--- src/rtl/csacc_pkg.sv ---
package csacc_pkg;
  // identical top bits kept on the carry-save words so that each word can be
  // shifted on its own without losing the sign of the pair
  localparam int unsigned GUARD = 3;

  function automatic int unsigned high_width(input int unsigned pw);
    return pw + GUARD;
  endfunction
endpackage

--- src/rtl/csacc_csa_row.sv ---
module csacc_csa_row #(
  parameter int unsigned N = 15
) (
  input  logic [N-1:0] a_i,
  input  logic [N-1:0] b_i,
  input  logic [N-1:0] c_i,
  input  logic         cin_i,
  output logic [N-1:0] sum_o,
  output logic [N-1:0] car_o
);
  logic [N-1:0] maj;

  for (genvar i = 0; i < N; i++) begin : g_fa
    assign sum_o[i] = a_i[i] ^ b_i[i] ^ c_i[i];
    assign maj[i]   = (a_i[i] & b_i[i]) | (c_i[i] & (a_i[i] ^ b_i[i]));
  end

  // carry word weighted one place up; the free LSB takes the injected carry
  assign car_o = {maj[N-2:0], cin_i};
endmodule

--- src/rtl/csacc_resolve.sv ---
module csacc_resolve #(
  parameter int unsigned HW = 15,
  parameter int unsigned PW = 12,
  parameter int unsigned NB = 8,
  localparam int unsigned RW = PW + NB
) (
  input  logic          clk,
  input  logic          rst_n,
  input  logic          en_i,
  input  logic [HW-1:0] s_i,
  input  logic [HW-1:0] c_i,
  input  logic          cin_i,
  input  logic [NB-1:0] low_i,
  output logic [RW-1:0] res_o,
  output logic          vld_o
);
  logic [HW-1:0] hi_sum;
  logic [RW-1:0] res_d, res_q;
  logic          vld_q;

  always_comb begin
    hi_sum = s_i + c_i + {{(HW-1){1'b0}}, cin_i};
    res_d  = en_i ? {hi_sum[PW-1:0], low_i} : res_q;
  end

  always_ff @(posedge clk or negedge rst_n) begin
    if (!rst_n) begin
      res_q <= '0;
      vld_q <= 1'b0;
    end else begin
      res_q <= res_d;
      vld_q <= en_i;
    end
  end

  assign res_o = res_q;
  assign vld_o = vld_q;
endmodule

--- src/rtl/csacc_shift_acc.sv ---
module csacc_shift_acc #(
  parameter int unsigned PW = 12,
  parameter int unsigned NB = 8,
  localparam int unsigned HW = csacc_pkg::high_width(PW),
  localparam int unsigned RW = PW + NB
) (
  input  logic          clk,
  input  logic          rst_n,
  input  logic          bit_en_i,
  input  logic          start_i,
  input  logic          last_i,
  input  logic [PW-1:0] part_i,
  output logic [RW-1:0] res_o,
  output logic          res_vld_o
);
  // bit-cycle accumulator state
  logic [HW-1:0] sum_q, car_q, sum_d, car_d;
  logic          sy_q, sy_d;
  logic [NB-1:0] low_q, low_d;
  // flush stage, loaded once per word
  logic [HW-1:0] fs_q, fc_q, fs_d, fc_d;
  logic          fy_q, fy_d;
  logic [NB-1:0] fl_q, fl_d;
  logic          fp_q, fp_d;

  logic [HW-1:0] base_s, base_c, addend, t_s, t_c, sh_s, sh_c;
  logic          base_y, out_bit, y_nxt;
  logic [NB-1:0] low_nxt;

  assign base_s = start_i ? '0 : sum_q;
  assign base_c = start_i ? '0 : car_q;
  assign base_y = start_i ? 1'b0 : sy_q;
  // sign control: the last bit-cycle inverts the partial
  assign addend = {{(HW-PW){part_i[PW-1]}}, part_i} ^ {HW{last_i}};

  csacc_csa_row #(.N(HW)) u_csa (
    .a_i   (base_s),
    .b_i   (base_c),
    .c_i   (addend),
    .cin_i (last_i),
    .sum_o (t_s),
    .car_o (t_c)
  );

  // serial adder resolving the bit that leaves on the right shift
  assign out_bit = t_s[0] ^ t_c[0] ^ base_y;
  assign y_nxt   = (t_s[0] & t_c[0]) | (base_y & (t_s[0] ^ t_c[0]));
  assign sh_s    = {t_s[HW-1], t_s[HW-1:1]};
  assign sh_c    = {t_c[HW-1], t_c[HW-1:1]};
  assign low_nxt = {out_bit, low_q[NB-1:1]};

  always_comb begin
    sum_d = sum_q;
    car_d = car_q;
    sy_d  = sy_q;
    low_d = low_q;
    fs_d  = fs_q;
    fc_d  = fc_q;
    fy_d  = fy_q;
    fl_d  = fl_q;
    fp_d  = 1'b0;
    if (bit_en_i) begin
      low_d = low_nxt;
      if (last_i) begin
        fs_d  = sh_s;
        fc_d  = sh_c;
        fy_d  = y_nxt;
        fl_d  = low_nxt;
        fp_d  = 1'b1;
        sum_d = '0;
        car_d = '0;
        sy_d  = 1'b0;
      end else begin
        sum_d = sh_s;
        car_d = sh_c;
        sy_d  = y_nxt;
      end
    end
  end

  always_ff @(posedge clk or negedge rst_n) begin
    if (!rst_n) begin
      sum_q <= '0;
      car_q <= '0;
      sy_q  <= 1'b0;
      low_q <= '0;
      fs_q  <= '0;
      fc_q  <= '0;
      fy_q  <= 1'b0;
      fl_q  <= '0;
      fp_q  <= 1'b0;
    end else begin
      sum_q <= sum_d;
      car_q <= car_d;
      sy_q  <= sy_d;
      low_q <= low_d;
      fs_q  <= fs_d;
      fc_q  <= fc_d;
      fy_q  <= fy_d;
      fl_q  <= fl_d;
      fp_q  <= fp_d;
    end
  end

  csacc_resolve #(.HW(HW), .PW(PW), .NB(NB)) u_res (
    .clk   (clk),
    .rst_n (rst_n),
    .en_i  (fp_q),
    .s_i   (fs_q),
    .c_i   (fc_q),
    .cin_i (fy_q),
    .low_i (fl_q),
    .res_o (res_o),
    .vld_o (res_vld_o)
  );

  // strobe two edges after the last bit-cycle
  p_strobe_after_last_r4: assert property (@(posedge clk) disable iff (!rst_n)
    (bit_en_i && last_i) |=> ##1 res_vld_o);
  // no strobe without a last bit-cycle two edges earlier
  p_strobe_has_cause_r4: assert property (@(posedge clk) disable iff (!rst_n)
    res_vld_o |-> $past(bit_en_i && last_i, 2));
  // result holds between strobes
  p_result_hold_r5: assert property (@(posedge clk) disable iff (!rst_n)
    !res_vld_o |-> $stable(res_o));
  // idle clocks leave the accumulator untouched
  p_idle_hold_r7: assert property (@(posedge clk) disable iff (!rst_n)
    !bit_en_i |=> ($stable(sum_q) && $stable(car_q) && $stable(sy_q) && $stable(low_q)));
  // the flush leaves an empty accumulator for the next word
  p_clear_after_last_r6: assert property (@(posedge clk) disable iff (!rst_n)
    (bit_en_i && last_i) |=> (sum_q == '0 && car_q == '0 && !sy_q));
  // carry-save row outputs keep their guard bits, so separate shifts are exact
  p_guard_sum_r9: assert property (@(posedge clk) disable iff (!rst_n)
    t_s[HW-1] == t_s[HW-2]);
  p_guard_car_r9: assert property (@(posedge clk) disable iff (!rst_n)
    t_c[HW-1] == t_c[HW-2]);
endmodule

--- config.mk ---
export PLATFORM = sky130hd
export DESIGN_NAME = csacc_shift_acc
export DESIGN_NICKNAME = d
export VERILOG_FILES = /design/src/rtl/csacc_pkg.sv /design/src/rtl/csacc_csa_row.sv /design/src/rtl/csacc_resolve.sv /design/src/rtl/csacc_shift_acc.sv
export SDC_FILE = /design/constraint.sdc
export NUM_CORES = 1
export LEC_CHECK = 0
export ABC_CLOCK_PERIOD_IN_PS = 4500
export BUFFER_PORTS_ARGS = -buffer_cell sky130_fd_sc_hd__buf_2
export CAP_MARGIN = 20
export CORE_MARGIN = 5
export CORE_UTILIZATION = 40
export DETAILED_ROUTE_END_ITERATION = 6
export PLACE_DENSITY = 0.62
export SYNTH_ARGS = -nofsm -noshare
export SYNTH_HDL_FRONTEND = slang
export SYNTH_SLANG_ARGS = --single-unit
export TNS_END_PERCENT = 100
--- constraint.sdc ---
create_clock -name clk -period 4.5 [get_ports clk]
set_input_delay 0.9 -clock clk [delete_from_list [all_inputs] [get_ports clk]]
set_output_delay 0.9 -clock clk [all_outputs]
set_load 0.02 [all_outputs]
* Word level (Yosys, flattened, before mapping) *
Cells that the tools add are included.

operators by class
  reductions and logical operators = 1
  add/subtract/negate cells = 2
  bitwise operators = 78
  muxes and demuxes = 8

operators by type and width
  kind               count
  $mux W15           4
  $xor A1 B1 Y1      32
  $and A1 B1 Y1      30
  $or A1 B1 Y1       15
  $xor A15 B15 Y15   1
  $add A12 B1 Y12    1
  $add A12 B12 Y12   1
  $mux W1            4
  $reduce_and A2 Y1  1

word-level totals
  logic and storage cells = 100
  bits of input ports = 17
  flip-flop bits (word level) = 94
  output and inout bits = 21

* Logic depth before layout (Yosys ltp) *
  depth in word-level cells = 7
  gate-level depth with buffers = 8
  depth with buffers taken out = 8

* Cells and area by module *
Synthesis repeated with hierarchy kept, for this count alone.

unflattened totals
  cell total of the unflattened synthesis = 399
  area, all modules = 4,825.9 um^2

by module, submodules not included
  module           cells an instance  area each (um^2)  seq. area each (um^2)  instances
  csacc_shift_acc  262                3,216.8           1,851.8                1
  csacc_resolve    121                1,297.5           525.5                  1
  csacc_csa_row    16                 311.5             0.0                    1

* Worst setup path before layout *
Ideal clock, no wire load.

  path kind = input-to-reg
  start point = input last_i
  end point = register fl_q[7]
  buffers on the path = 2
  stages = 6
  data required time = 4.370 ns
  setup time = 0.130 ns
  arrival time = 2.572 ns
  path slack = 1.797 ns
  cell sequence = clkbuf_1 > buf_2 > xnor2_1 > fa_1 > fa_1 > o21ai_0

on the way
  cells in the longest elaborated chain, start to end = 4
  elaborated cells on any way between the ends = 5
  classes of those cells = 4 x bitwise; 1 x reduce/logical

RTL lines
  element                      RTL line                RTL
  start, declared              csacc_shift_acc.sv:11   input logic last_i,
  $xor A15 B15 Y15             csacc_shift_acc.sv:34   assign addend = {{(HW-PW){part_i[PW-1]}}, part_i} ^ {HW{last_i}};
  $xor A1 B1 Y1                csacc_csa_row.sv:14     assign sum_o[i] = a_i[i] ^ b_i[i] ^ c_i[i];
  $xor A1 B1 Y1 (2 in series)  csacc_shift_acc.sv:46   assign out_bit = t_s[0] ^ t_c[0] ^ base_y;
  end signal, assigned         csacc_shift_acc.sv:100  fl_q <= fl_d;
  end, declared                csacc_shift_acc.sv:23   logic [NB-1:0] fl_q, fl_d;

Several ways; a longest one is shown, not always the timed one.
A chain may end at the register's enable or synchronous reset.

* Final worst setup path *
Ends and elaborated chain as after synthesis.

==> results.md <==
- Setup crit end kind: flip-flop
- Maximum capacitance violations: 0
- P_leak: 0.00231 uW
- Clock Sinks: 90
- Hold Vio Cnt, Final: 0
- DRT Wirelength: 7.84 mm
- Final setup vio count: 0
- CP max FO: 38
- Sequential share of the synthesized area: 50.1%
- Crit path launch type: input port
- GP Congestion: 0.720
- Min-Delay Path Class: flip-flop to flip-flop
- DR pass1 iterations: 4
- Critical path arrival: approximately 2.8 ns
- Synth Register Bits: 90
- Synth top area cells: dfrtp_1 50%, mux2_2 13%, fa_1 7.6%
- Initial core utilization: about two fifths
- Avg Inst Size Synth: 11.8 sq um
- Most frequent cells in the layout: 90 x dfrtp_1, 51 x mux2_2, 36 x buf_2
- Pwr per Cell Area: 487 mW/mm^2
- Main combinational cell family by area after synthesis: multiplexers
- Port bufs: 37
- Worst hold stages: 1
- Comb pwr share: 26.2%
- Register share of total power: 45.4%
- CTS max path bufs: 2
- Clk slew on worst S/H paths: approximately 0.06 ns
- Most common cell after layout, fill and taps aside: dfrtp_1
- Max VDD drop: 0.000201 V
- Critical path class: input port to flip-flop
- Overflow after GRT: 0
- Latest clock arrival within the worst-skew pair: 0.34 ns
- Rows: 38
- Compound-Gate Fraction of Synth Area: 9.43%
- Total GRT Usage: 13.3%
- DRC: 0
- Worst-Margin Slew: 0.781 ns
- Synth-to-Final Area Change: 12.6%
- Setup total negative slack: 0 ns
- H-tree depth: 3
- Synth Area in XOR/XNOR: 3.70%
- Largest net degree at the start of global routing: 63
- Post-DP HPWL: 5.48 mm
- CTS Buf Count: 9
- Dominant cell type by area after synthesis: dfrtp_1
- EDFF count, synth: 0
- Post-synthesis instance area: 0.00450 sq mm
- Yosys cell types: 36
- # hold bufs at CTS: 0
- Dominant synthesized flop cell: dfrtp_1
- CTS tree: done
- Number of global-route vias before repair: 2920
- Clock power frac: 28.4%
- Total number of vias: 2696
- Synthesized netlist cell count: 382
- Antenna-violating nets left: 0
- Final Critical Period: around 2.6 ns
- Status: complete, no violations
- Area share of fa/ha/maj cells after synthesis: 10.3%
- Multi-input combinational cell area: 0.00211 sq mm
- Sw Share: 31.6%
- Internal power: 1690 uW
- Total net switching power: 779 uW
- First-pass GRT wire length: 14.1 mm
- Worst Path Required: about 4.7 ns
- Yosys top cell area share: between 50% and 60%
- Worst slew margin: between 40% and 50%
- Die W: 116 microns
- Die H: around 120 microns
- Synth Net Count: 426
- Via/cell ratio: 4.83
- Final period util: between 50 and 60%
- Fin nets: approximately 460
- CTS resizes: 0
- IO Pins: 38
- Final hold slack: around 0.48 ns
- Initial antenna violation count: 0
- RSZ-0062 raised after global routing: false
- Share of layout cells above drive strength 1: 28.0%
- Die area: between 0.01 and 0.015 sq mm
- Mux cell area share after synthesis: 13.3%
- Max Fclk: 385 MHz
- Async S/R FF share, synth: 100%
- Synth warn: 0
- Fill cells: 1037
- Wire length per cell: roughly 14 microns
- Iteration-0 DRC Markers: ~140
- Core Region: 0.0109 sq mm
- R2R depth: 8
- Root buf cell: clkbuf_16
- Final slew viol count: 0
- Setup Fix Bufs, Post-CTS: 0
- Setup Skew: 0.00597 ns
- Synth Area in Simple Gates: 10.0%
- Reg area: between 0.002 and 0.0025 sq mm
- Antenna Diode Count: 0
[power groups by stage]
stage | Clock (uW) | Sequential [uW] | Combinational [uW]
floorplan | 0 | 1210 | 381
global placement | 0 | 1130 | 643
detailed placement | 0 | 1140 | 654
global route | 763 | 1150 | 730
CTS | 728 | 1130 | 659
finish | 701 | 1120 | 646
[cell usage after synthesis, types with 8 or more instances]
cell type,n
xnor2_1,17
nand2b_1,25
nor2b_1,8
o21ai_0,24
dfrtp_1,90
ha_1,10
inv_1,12
nor2_1,29
mux2_2,51
nand2_1,32
fa_1,17
clkbuf_1,11
[worst paths after layout]
path                       slack (ns)                   startpoint                          end
max                              1.90                       last_i          fl_q[7]$_DFFE_PN0P_
min                              0.48  u_res.res_o[12]$_DFFE_PN0P_  u_res.res_o[12]$_DFFE_PN0P_
max reg2reg                      2.26          fs_q[0]$_DFFE_PN0P_  u_res.res_o[16]$_DFFE_PN0P_
min reg2reg                      0.48  u_res.res_o[12]$_DFFE_PN0P_  u_res.res_o[12]$_DFFE_PN0P_
max in group asynchronous        2.99                        rst_n          fl_q[7]$_DFFE_PN0P_
min in group asynchronous        0.63                        rst_n         sum_q[2]$_DFFE_PN0P_
[per-stage QoR]
stage / power, uW / worst slack (ns) / instances / area, sq um / util, %
floorplan: 1590 / 1.80 / 382 / 4500 / -
global placement: 1770 / 1.58 / 542 / 4790 / 43.8
detailed placement: 1790 / 1.53 / 542 / 4790 / 43.8
CTS: 2510 / 1.89 / 558 / 5070 / 46.3
global route: 2650 / 1.75 / 558 / 5070 / 46.3
finish: 2470 / 1.90 / 558 / 5070 / 46.3
[cell type report]
| class | count | area share, % |
|---|---|---|
| clock buffer | 10 | 4.52 |
| clock inverter | 6 | 0.988 |
| inverter | 12 | 0.889 |
| multi-input combinational | 260 | 41.6 |
| sequential | 90 | 44.4 |
| tap | 140 | 3.46 |
| timing repair buffer | 40 | 4.15 |
[layer usage]
layer / share of wire, % / wire length (microns) / track usage, %
met1: 48 / 3790 / 18.0
met2: 46 / 3570 / 20.4
met3: 4.4 / 344 / 3.60
met4: 1.8 / 143 / 5.34
met5: 0 / 0 / 0
[critical path, stage by stage]
cell and delay [ns]:
buf_2 0.59, xnor2_1 0.21, fa_1 0.47, fa_1 0.53, o21ai_0 0.09
[cell families (layout without fill, tap and decap cells)]
group                      count (synthesis)  in the layout
and+or+nand+nor                           97             97
muxes                                     53             53
AOI/OAI and AO/OA                         64             64
adders and majority gates                 27             27
DFF                                       90             90
buffers and inverters                     32             68
xor gates and xnor gates                  19             19
[flip-flops by register name, indices dropped and copies added (netlist names)]
signal / count
fc_q: 12
sy_q: 1
u_res.vld_o: 1
fp_q: 1
car_q: 14
sum_q: 13
fl_q: 8
low_q: 7
fs_q: 12
u_res.res_o: 20
fy_q: 1
No activity file was read; power rests on OpenSTA's default activity.
